$ cat src/rtl/dma_arb_pkg.sv
package dma_arb_pkg;

  // Request class: receive requests always outrank transmit requests
  typedef enum logic {
    CLS_RX = 1'b0,
    CLS_TX = 1'b1
  } req_cls_e;

endpackage

$ cat src/rtl/arb_pend_track.sv
// Per-requester pending flag and saturating wait-age counter.
module arb_pend_track #(
  parameter int NREQ  = 8,
  parameter int AGE_W = 4
) (
  input  logic                  clk,
  input  logic                  rst_n,
  input  logic [NREQ-1:0]       req_i,
  input  logic [NREQ-1:0]       clr_i,
  output logic [NREQ-1:0]       pend_o,
  output logic [NREQ*AGE_W-1:0] age_o
);

  localparam logic [AGE_W-1:0] AGE_MAX = '1;

  for (genvar g = 0; g < NREQ; g++) begin : g_req
    logic             pend_q, pend_d;
    logic [AGE_W-1:0] age_q, age_d;
    logic             keep;

    // Next state: a request still pending keeps its age; a fresh one starts at zero
    always_comb begin
      keep  = pend_q & ~clr_i[g];
      pend_d = keep | req_i[g];
      if (keep) begin
        age_d = (age_q == AGE_MAX) ? age_q : age_q + 1'b1;
      end else begin
        age_d = '0;
      end
    end

    always_ff @(posedge clk or negedge rst_n) begin
      if (!rst_n) begin
        pend_q <= 1'b0;
        age_q  <= '0;
      end else begin
        pend_q <= pend_d;
        age_q  <= age_d;
      end
    end

    assign pend_o[g]                  = pend_q;
    assign age_o[g*AGE_W +: AGE_W]    = age_q;
  end

endmodule

$ cat src/rtl/arb_oldest_pick.sv
// Picks the oldest pending request of one class; lowest position wins ties.
module arb_oldest_pick #(
  parameter int N     = 4,
  parameter int AGE_W = 4,
  localparam int SW   = (N > 1) ? $clog2(N) : 1
) (
  input  logic [N-1:0]       pend_i,
  input  logic [N*AGE_W-1:0] age_i,
  output logic               any_o,
  output logic [SW-1:0]      sel_o,
  output logic [N-1:0]       onehot_o
);

  logic [AGE_W-1:0] best;

  // Scan from the highest position down with >= so that the lowest wins on equal age
  always_comb begin
    any_o    = 1'b0;
    best     = '0;
    sel_o    = '0;
    onehot_o = '0;
    for (int i = N - 1; i >= 0; i--) begin
      if (pend_i[i] && (!any_o || (age_i[i*AGE_W +: AGE_W] >= best))) begin
        any_o = 1'b1;
        best  = age_i[i*AGE_W +: AGE_W];
        sel_o = SW'(i);
      end
    end
    if (any_o) begin
      onehot_o[sel_o] = 1'b1;
    end
  end

endmodule

$ cat src/rtl/arb_grant_ctrl.sv
// Holds the current grant until the bus port reports completion.
module arb_grant_ctrl #(
  parameter int NREQ  = 8,
  parameter int IDX_W = 3
) (
  input  logic             clk,
  input  logic             rst_n,
  input  logic             bus_done_i,
  input  logic             any_i,
  input  logic [NREQ-1:0]  win_oh_i,
  input  logic [IDX_W-1:0] win_idx_i,
  output logic             fire_o,
  output logic [NREQ-1:0]  clr_o,
  output logic [NREQ-1:0]  grant_o,
  output logic [IDX_W-1:0] idx_o,
  output logic             valid_o
);

  logic [NREQ-1:0]  grant_q, grant_d;
  logic [IDX_W-1:0] idx_q, idx_d;
  logic             valid_q, valid_d;
  logic             load_en;

  // Arbitrate when idle or when the current transfer completes
  assign load_en = ~valid_q | bus_done_i;

  always_comb begin
    grant_d = '0;
    idx_d   = '0;
    valid_d = 1'b0;
    if (any_i) begin
      grant_d = win_oh_i;
      idx_d   = win_idx_i;
      valid_d = 1'b1;
    end
  end

  always_ff @(posedge clk or negedge rst_n) begin
    if (!rst_n) begin
      grant_q <= '0;
      idx_q   <= '0;
      valid_q <= 1'b0;
    end else if (load_en) begin
      grant_q <= grant_d;
      idx_q   <= idx_d;
      valid_q <= valid_d;
    end
  end

  assign fire_o  = load_en;
  assign clr_o   = load_en ? grant_d : '0;
  assign grant_o = grant_q;
  assign idx_o   = idx_q;
  assign valid_o = valid_q;

endmodule

$ cat src/rtl/dma_req_arbiter.sv
module dma_req_arbiter
  import dma_arb_pkg::*;
#(
  parameter int NUM_PAIRS = 4,
  parameter int AGE_W     = 4
) (
  input  logic                                 clk,
  input  logic                                 rst_n,
  input  logic [NUM_PAIRS-1:0]                 rx_req_i,
  input  logic [NUM_PAIRS-1:0]                 tx_req_i,
  input  logic                                 bus_done_i,
  output logic [2*NUM_PAIRS-1:0]               grant_o,
  output logic [$clog2(2*NUM_PAIRS)-1:0]       grant_idx_o,
  output logic                                 grant_valid_o
);

  localparam int NREQ  = 2 * NUM_PAIRS;
  localparam int IDX_W = $clog2(NREQ);
  localparam int PW    = (NUM_PAIRS > 1) ? $clog2(NUM_PAIRS) : 1;

  // Reset: asserted asynchronously, released on a clock edge
  logic [1:0] rst_sync_q;
  logic       rst_int_n;

  always_ff @(posedge clk or negedge rst_n) begin
    if (!rst_n) rst_sync_q <= 2'b00;
    else        rst_sync_q <= {rst_sync_q[0], 1'b1};
  end
  assign rst_int_n = rst_sync_q[1];

  logic [NREQ-1:0]       req_all, pend, clr;
  logic [NREQ*AGE_W-1:0] age;
  logic                  arb_fire;

  assign req_all = {tx_req_i, rx_req_i};

  arb_pend_track #(.NREQ(NREQ), .AGE_W(AGE_W)) u_track (
    .clk    (clk),
    .rst_n  (rst_int_n),
    .req_i  (req_all),
    .clr_i  (clr),
    .pend_o (pend),
    .age_o  (age)
  );

  // One oldest-first picker per class
  logic                 pick_any [2];
  logic [PW-1:0]        pick_sel [2];
  logic [NUM_PAIRS-1:0] pick_oh  [2];

  for (genvar c = 0; c < 2; c++) begin : g_cls
    arb_oldest_pick #(.N(NUM_PAIRS), .AGE_W(AGE_W)) u_pick (
      .pend_i   (pend[c*NUM_PAIRS +: NUM_PAIRS]),
      .age_i    (age[c*NUM_PAIRS*AGE_W +: NUM_PAIRS*AGE_W]),
      .any_o    (pick_any[c]),
      .sel_o    (pick_sel[c]),
      .onehot_o (pick_oh[c])
    );
  end

  req_cls_e         win_cls;
  logic             win_any;
  logic [NREQ-1:0]  win_oh;
  logic [IDX_W-1:0] win_idx;

  // Class choice: receive first, transmit only when no receive is pending
  always_comb begin
    win_cls = pick_any[CLS_RX] ? CLS_RX : CLS_TX;
    win_any = pick_any[CLS_RX] | pick_any[CLS_TX];
    if (win_cls == CLS_RX) begin
      win_oh  = {{NUM_PAIRS{1'b0}}, pick_oh[CLS_RX]};
      win_idx = IDX_W'(pick_sel[CLS_RX]);
    end else begin
      win_oh  = {pick_oh[CLS_TX], {NUM_PAIRS{1'b0}}};
      win_idx = IDX_W'(NUM_PAIRS) + IDX_W'(pick_sel[CLS_TX]);
    end
  end

  arb_grant_ctrl #(.NREQ(NREQ), .IDX_W(IDX_W)) u_ctrl (
    .clk        (clk),
    .rst_n      (rst_int_n),
    .bus_done_i (bus_done_i),
    .any_i      (win_any),
    .win_oh_i   (win_oh),
    .win_idx_i  (win_idx),
    .fire_o     (arb_fire),
    .clr_o      (clr),
    .grant_o    (grant_o),
    .idx_o      (grant_idx_o),
    .valid_o    (grant_valid_o)
  );

endmodule

$ cat config.mk
export PLATFORM = sky130hd
export DESIGN_NAME = dma_req_arbiter
export DESIGN_NICKNAME = d
export VERILOG_FILES = /design/src/rtl/dma_arb_pkg.sv /design/src/rtl/arb_pend_track.sv /design/src/rtl/arb_oldest_pick.sv /design/src/rtl/arb_grant_ctrl.sv /design/src/rtl/dma_req_arbiter.sv
export SDC_FILE = /design/constraint.sdc
export NUM_CORES = 1
export LEC_CHECK = 0
export BUFFER_PORTS_ARGS = -buffer_cell sky130_fd_sc_hd__buf_2
export CAP_MARGIN = 20
export CORE_MARGIN = 5
export CORE_UTILIZATION = 50
export DETAILED_ROUTE_END_ITERATION = 8
export HOLD_SLACK_MARGIN = 0.08
export PLACE_DENSITY = 0.67
export SYNTH_ARGS = -nofsm -noshare
export SYNTH_HDL_FRONTEND = slang
export SYNTH_HIERARCHICAL = 1
export SYNTH_SLANG_ARGS = --single-unit
$ cat constraint.sdc
create_clock -name clk -period 2.1 [get_ports clk]
set_input_delay 0.42 -clock clk [delete_from_list [all_inputs] [get_ports clk]]
set_output_delay 0.42 -clock clk [all_outputs]
set_load 0.01 [all_outputs]
### Yosys cells after proc, flatten, opt, wreduce, memory -nomap -nowiden

Index checks and enable logic that the tools add are counted.

* input port bits: 11
* register bits: 54
* logic and storage cells: 151
* output and inout bits: 12

* add/subtract/negate cells: 9
* equal/unequal tests: 16
* bitwise gates (word level): 27
* reduce and logical (&&, ||, !) cells: 20
* multiplexer cells: 49
* $lt $le $gt $ge: 10

Operator list (count)
* two-way mux 4 bit: 23
* adder 4 x 1 -> 4 bit (second input constant): 8
* == test 4 bit (second input constant): 8
* >= comparator 4 bit: 6
* two-way mux 8 bit: 3
* two-way mux 2 bit: 8
* != test 2 bit (second input constant): 8
* two-way mux 1 bit: 11
* bitwise OR 1 bit: 10
* inverter 1 bit: 9
* AND 1 bit: 8
* logical AND 1 bit: 8
* zero test 1 bit: 6
* logical OR 1 bit: 6
* less-than comparator 2 x 3 -> 1 bit (second input constant): 2
* two-way mux 3 bit: 2
* demux 1 bit (select 2 bit): 2
* >= comparator 2 x 1 -> 1 bit (second input constant): 2
* adder 3 x 2 -> 3 bit (first input constant): 1

### Longest topological paths before layout

* word-level depth: 24
* depth in mapped cells: 25
* mapped depth without buffers: 23

### Hierarchy

The synthesis kept the hierarchy.

Modules (own cells, without submodules)
* arb_pend_track: area an instance 2092.0 sq um, instances 1, cells each 184, sequential area each 1001.0 sq um
* arb_oldest_pick at g_cls[1].u_pick: area an instance 676.9 sq um, instances 1, cells each 78, sequential area each 0.0 sq um
* arb_oldest_pick at g_cls[0].u_pick: area an instance 650.6 sq um, instances 1, cells each 77, sequential area each 0.0 sq um
* arb_grant_ctrl: area an instance 620.6 sq um, instances 1, cells each 61, sequential area each 300.3 sq um
* dma_req_arbiter: area an instance 147.6 sq um, instances 1, cells each 16, sequential area each 50.0 sq um

### Least setup slack after synthesis

Ideal clock, no wire load.

* kind: register to register
* start point: reg u_track.g_req[7].pend_q
* end point: reg u_track.g_req[6].pend_q
* arrival time: 4.238 ns
* library setup time: 0.123 ns
* cell stages (with the launch flop): 23
* path slack: -2.261 ns
* period minus slack after synthesis: 4.361 ns
* buffers on the path: 2
* required time: 1.977 ns
* cells stage by stage: dfrtp_1 > buf_4 > buf_6 > and2_2 > ha_1 > nor2b_4 > o21ai_4 > mux2i_1 > a221oi_2 > ha_1 > o311ai_4 > mux2_4 > ha_1 > nand2b_1 > a21oi_1 > o21ai_0 > and2_1 > nor4b_2 > nor2b_1 > nand2_1 > nor2_1 > nand2b_1 > nand2b_1

RTL lines
* start, declared: line arb_pend_track.sv:17 `logic pend_q, pend_d;`
* start signal, assigned: line arb_pend_track.sv:37 `pend_q <= pend_d;`
* end signal, assigned: line arb_pend_track.sv:37
* end, declared: line arb_pend_track.sv:17

==> metrics <==
I/O Pins=23; CP bufs+invs=3; Post-Syn Area=0.00419 mm²; Die Footprint=0.0103 mm²; first-pass GRT wire length=16,200 µm; max cap viols=0; Antenna Diode Count=0; share of the clock period used by the worst path=204%; synth unique cells=51; final worst slack=-2.19 ns; Routed WL per cell=15.5 µm; Cell Area, Placed=0.00504 mm²; max frequency=233 MHz; FF-to-FF path depth=24; fin area=0.00555 mm²; CP Class=register to register; final setup violating endpoints=50; placed insts=601; CTS tree=done; cell depth of the worst setup path=24; vias in the first global route=3,558; fin crit period=4.29 ns; total CTS buffers=5; die width=102 µm; Post-synth EDFFs=0; WL final=9770 µm; post-route insts no fill=630; Reg clk slew, reported paths=0.10 ns; H-tree depth=2; r2r endpoint=u_track/g_req[6].age_q[1]$_DFFE_PN0P_; Worst-Skew Late Latency=0.31 ns; dpl hpwl=7150 µm; drt drc=0; Slowest-stage cell, CP=dfrtp_1; Syn-to-layout area delta=32.5%; Mapped Avg Cell Area=10.1 µm²; Async SR Flop Fraction=100%; Setup Skew=0.0108 ns; crit-path cells=buf_6 -> nand2_4 -> ha_4 -> and2b_4 -> nor2b_4 -> buf_4 -> a221oi_2 -> ha_1 -> a21oi_2 -> o21ai_2 -> o311ai_4 -> buf_4 -> mux2_4 -> ha_4 -> nand2b_4 -> a21oi_4 -> o21ai_2 -> and2_4 -> nor4b_2 -> nor2b_2 -> nand2_2 -> nor2_4 -> nand3b_1 -> mux2i_1; post-DR vias/cell=5.59; delay-heaviest family, CP=simple AND/OR/NAND/NOR gates; status=complete, but fails checks; wire length on met2=5360 µm; worst slew pin tran=0.614 ns; Rel. slew slack=59.0%; pin count of the biggest net entering global routing=28; unrepaired setup endpoints after global routing=true; routed length on met3=226 µm; worst r2r src=u_track/g_req[7].pend_q$_DFF_PN0_; failing checks=negative setup slack; M1 WL=4050 µm; first-pass detailed-route iteration total=4; CP peak stage delay=0.45 ns; Max Root-Sink Buffers=2; post-layout util=67.9%; worst min-delay path category=register to asynchronous set/reset pin; crit path launch=u_track/g_req[7].pend_q$_DFF_PN0_; Placer Congestion=0.825; share of cells above drive strength 1=49.1%; Initial Util=51.2%; Hold Fails Final Rpt=0; combinational family with the most area after synthesis=simple AND/OR/NAND/NOR gates; # rows=33; uppermost layer routed=met4; multiplexer area fraction after synthesis=6.21%; Synth Area in Simple Gates=29.6%; crit path DAT=4.49 ns; Num Clock Sinks=54; CTS root buf=clkbuf_8; via count=3,520; startpoint types=register; CP Capture Type=register; Iter 0 DRT Violations=52; pins over their slew limit=0; xor/xnor share of the synthesized area=0%; Critical Path RT=2.30 ns; initial antenna violation count=0; Synth Area in Compound Gates=16.6%; Syn Nets=459; Post-Syn Instances=416; Die Ht=102 µm; Synth Area in Adders=9.56%; GR Util All Layers=19.5%; total gr overflow=0; sequential fraction of the synthesis area=32.3%; flops & latches, synth=54; final net count=567; Primary FF master, synth=dfrtp_1; crit path max fanout=4; PortBufs=22; Core Region=0.00818 mm²; Final ANT Viol Nets=0; critical path endpoint=u_track/g_req[6].age_q[1]$_DFFE_PN0P_; R2R setup slack=-2.19 ns; Synthesis Warnings=6; Fill cells=652
==> repair_timing <==
action | CTS | global route
hold buffers | 1 | 0
endpoints found under the setup margin | 50 | 50
resized for setup | 22 | 39
endpoints found under the hold margin | 2 | 0
pin swaps | 20 | 28
setup buffers | 14 | 7
==> final cells by class <==
cell class / instances / area [µm²] / share of cell area (%)
inverter: 18 / 72.6 / 1.31
timing repair buffer: 119 / 872 / 15.7
clock buffer: 5 / 68.8 / 1.24
multi-input combinational: 326 / 3010 / 54.2
sequential: 54 / 1350 / 24.4
tap: 105 / 131 / 2.37
clock inverter: 3 / 43.8 / 0.789
==> stage by stage <==
step                      hold slack [ns]  setup WS (ns)  setup TNS (ns)
after floorplan                     0.124          -2.04          -93.45
after global placement              0.206          -2.12          -95.47
after detailed placement            0.211          -2.20         -100.08
after CTS                           0.278          -2.14          -99.65
after global routing                0.289          -2.44         -109.91
final                               0.286          -2.19          -99.13
==> cell families (layout without fill, tap and decap cells) <==
group	after synthesis	in the layout
AO/OA/AOI/OAI	76	76
adder cells (fa/ha/maj)	32	32
buffers and inverters	36	145
flip-flops	54	54
multiplexers	24	24
other	1	1
AND/OR/NAND/NOR	193	193
==> flip-flops by register name (all words and copies together), names as in the netlist <==
name,flops
u_ctrl/valid_o,1
rst_sync_q,2
u_ctrl/idx_o,3
u_track/g_req.age_q,32
u_track/g_req.pend_q,8
u_ctrl/grant_o,8
==> cells in the mapped netlist, drive strengths merged, types with 2 or more instances <==
library cell	count	area, µm²
dfrtp	54	1350
ha	32	400
nand2	32	120
nand3b	27	203
nand2b	23	146
o21ai	21	169
buf	18	163
inv	18	72.6
nand3	18	90.1
nor2	18	91.3
nor2b	18	150
a21oi	16	80.1
mux2i	14	140
nor3	14	120
and2	10	68.8
and3b	10	87.6
mux2	10	120
nand4	10	62.6
a211oi	8	100
a31o	8	70.1
a31oi	8	50.1
and3	8	50.1
a221oi	6	90.1
a21boi	2	15.0
a22oi	2	33.8
and2b	2	20.0
o211ai	2	25.0
o311ai	2	52.6
==> worst min-delay path by stage <==
stage	start	end	slack, ns	cells after the start
after CTS	tx_req_i[0]	u_track/g_req[4].pend_q$_DFF_PN0_	0.28	2
final	rst_sync_q[1]$_DFF_PN0_	u_track/g_req[4].pend_q$_DFF_PN0_	0.29	0
after detailed placement	rst_n	rst_sync_q[0]$_DFF_PN0_	0.21	1
after global routing	tx_req_i[2]	u_track/g_req[6].pend_q$_DFF_PN0_	0.29	2
after floorplan	rst_n	rst_sync_q[0]$_DFF_PN0_	0.12	0
after global placement	rst_n	rst_sync_q[0]$_DFF_PN0_	0.21	1
==> layer usage <==
metal | vias to the layer above | global-route usage, %
li1 | 1726 | -
met1 | 1743 | 23.3
met2 | 39 | 36.5
met3 | 12 | 2.69
met4 | 0 | 5.11
met5 | - | 0
==> cells in the final DEF, fill, tap and decap left out, types with 12 or more instances in the layout <==
| cell | count |
|---|---|
| a21oi_2 | 13 |
| dfrtp_1 | 52 |
| buf_2 | 22 |
| ha_1 | 24 |
| mux2i_1 | 12 |
| nand3b_1 | 27 |
| inv_1 | 16 |
| o21ai_2 | 14 |
| buf_4 | 90 |
| nand3_1 | 18 |
| nand2_1 | 24 |
Power is left out: the tool's default activity adds up to more than one toggle a clock period on the data nets, which glitch-free logic cannot reach.
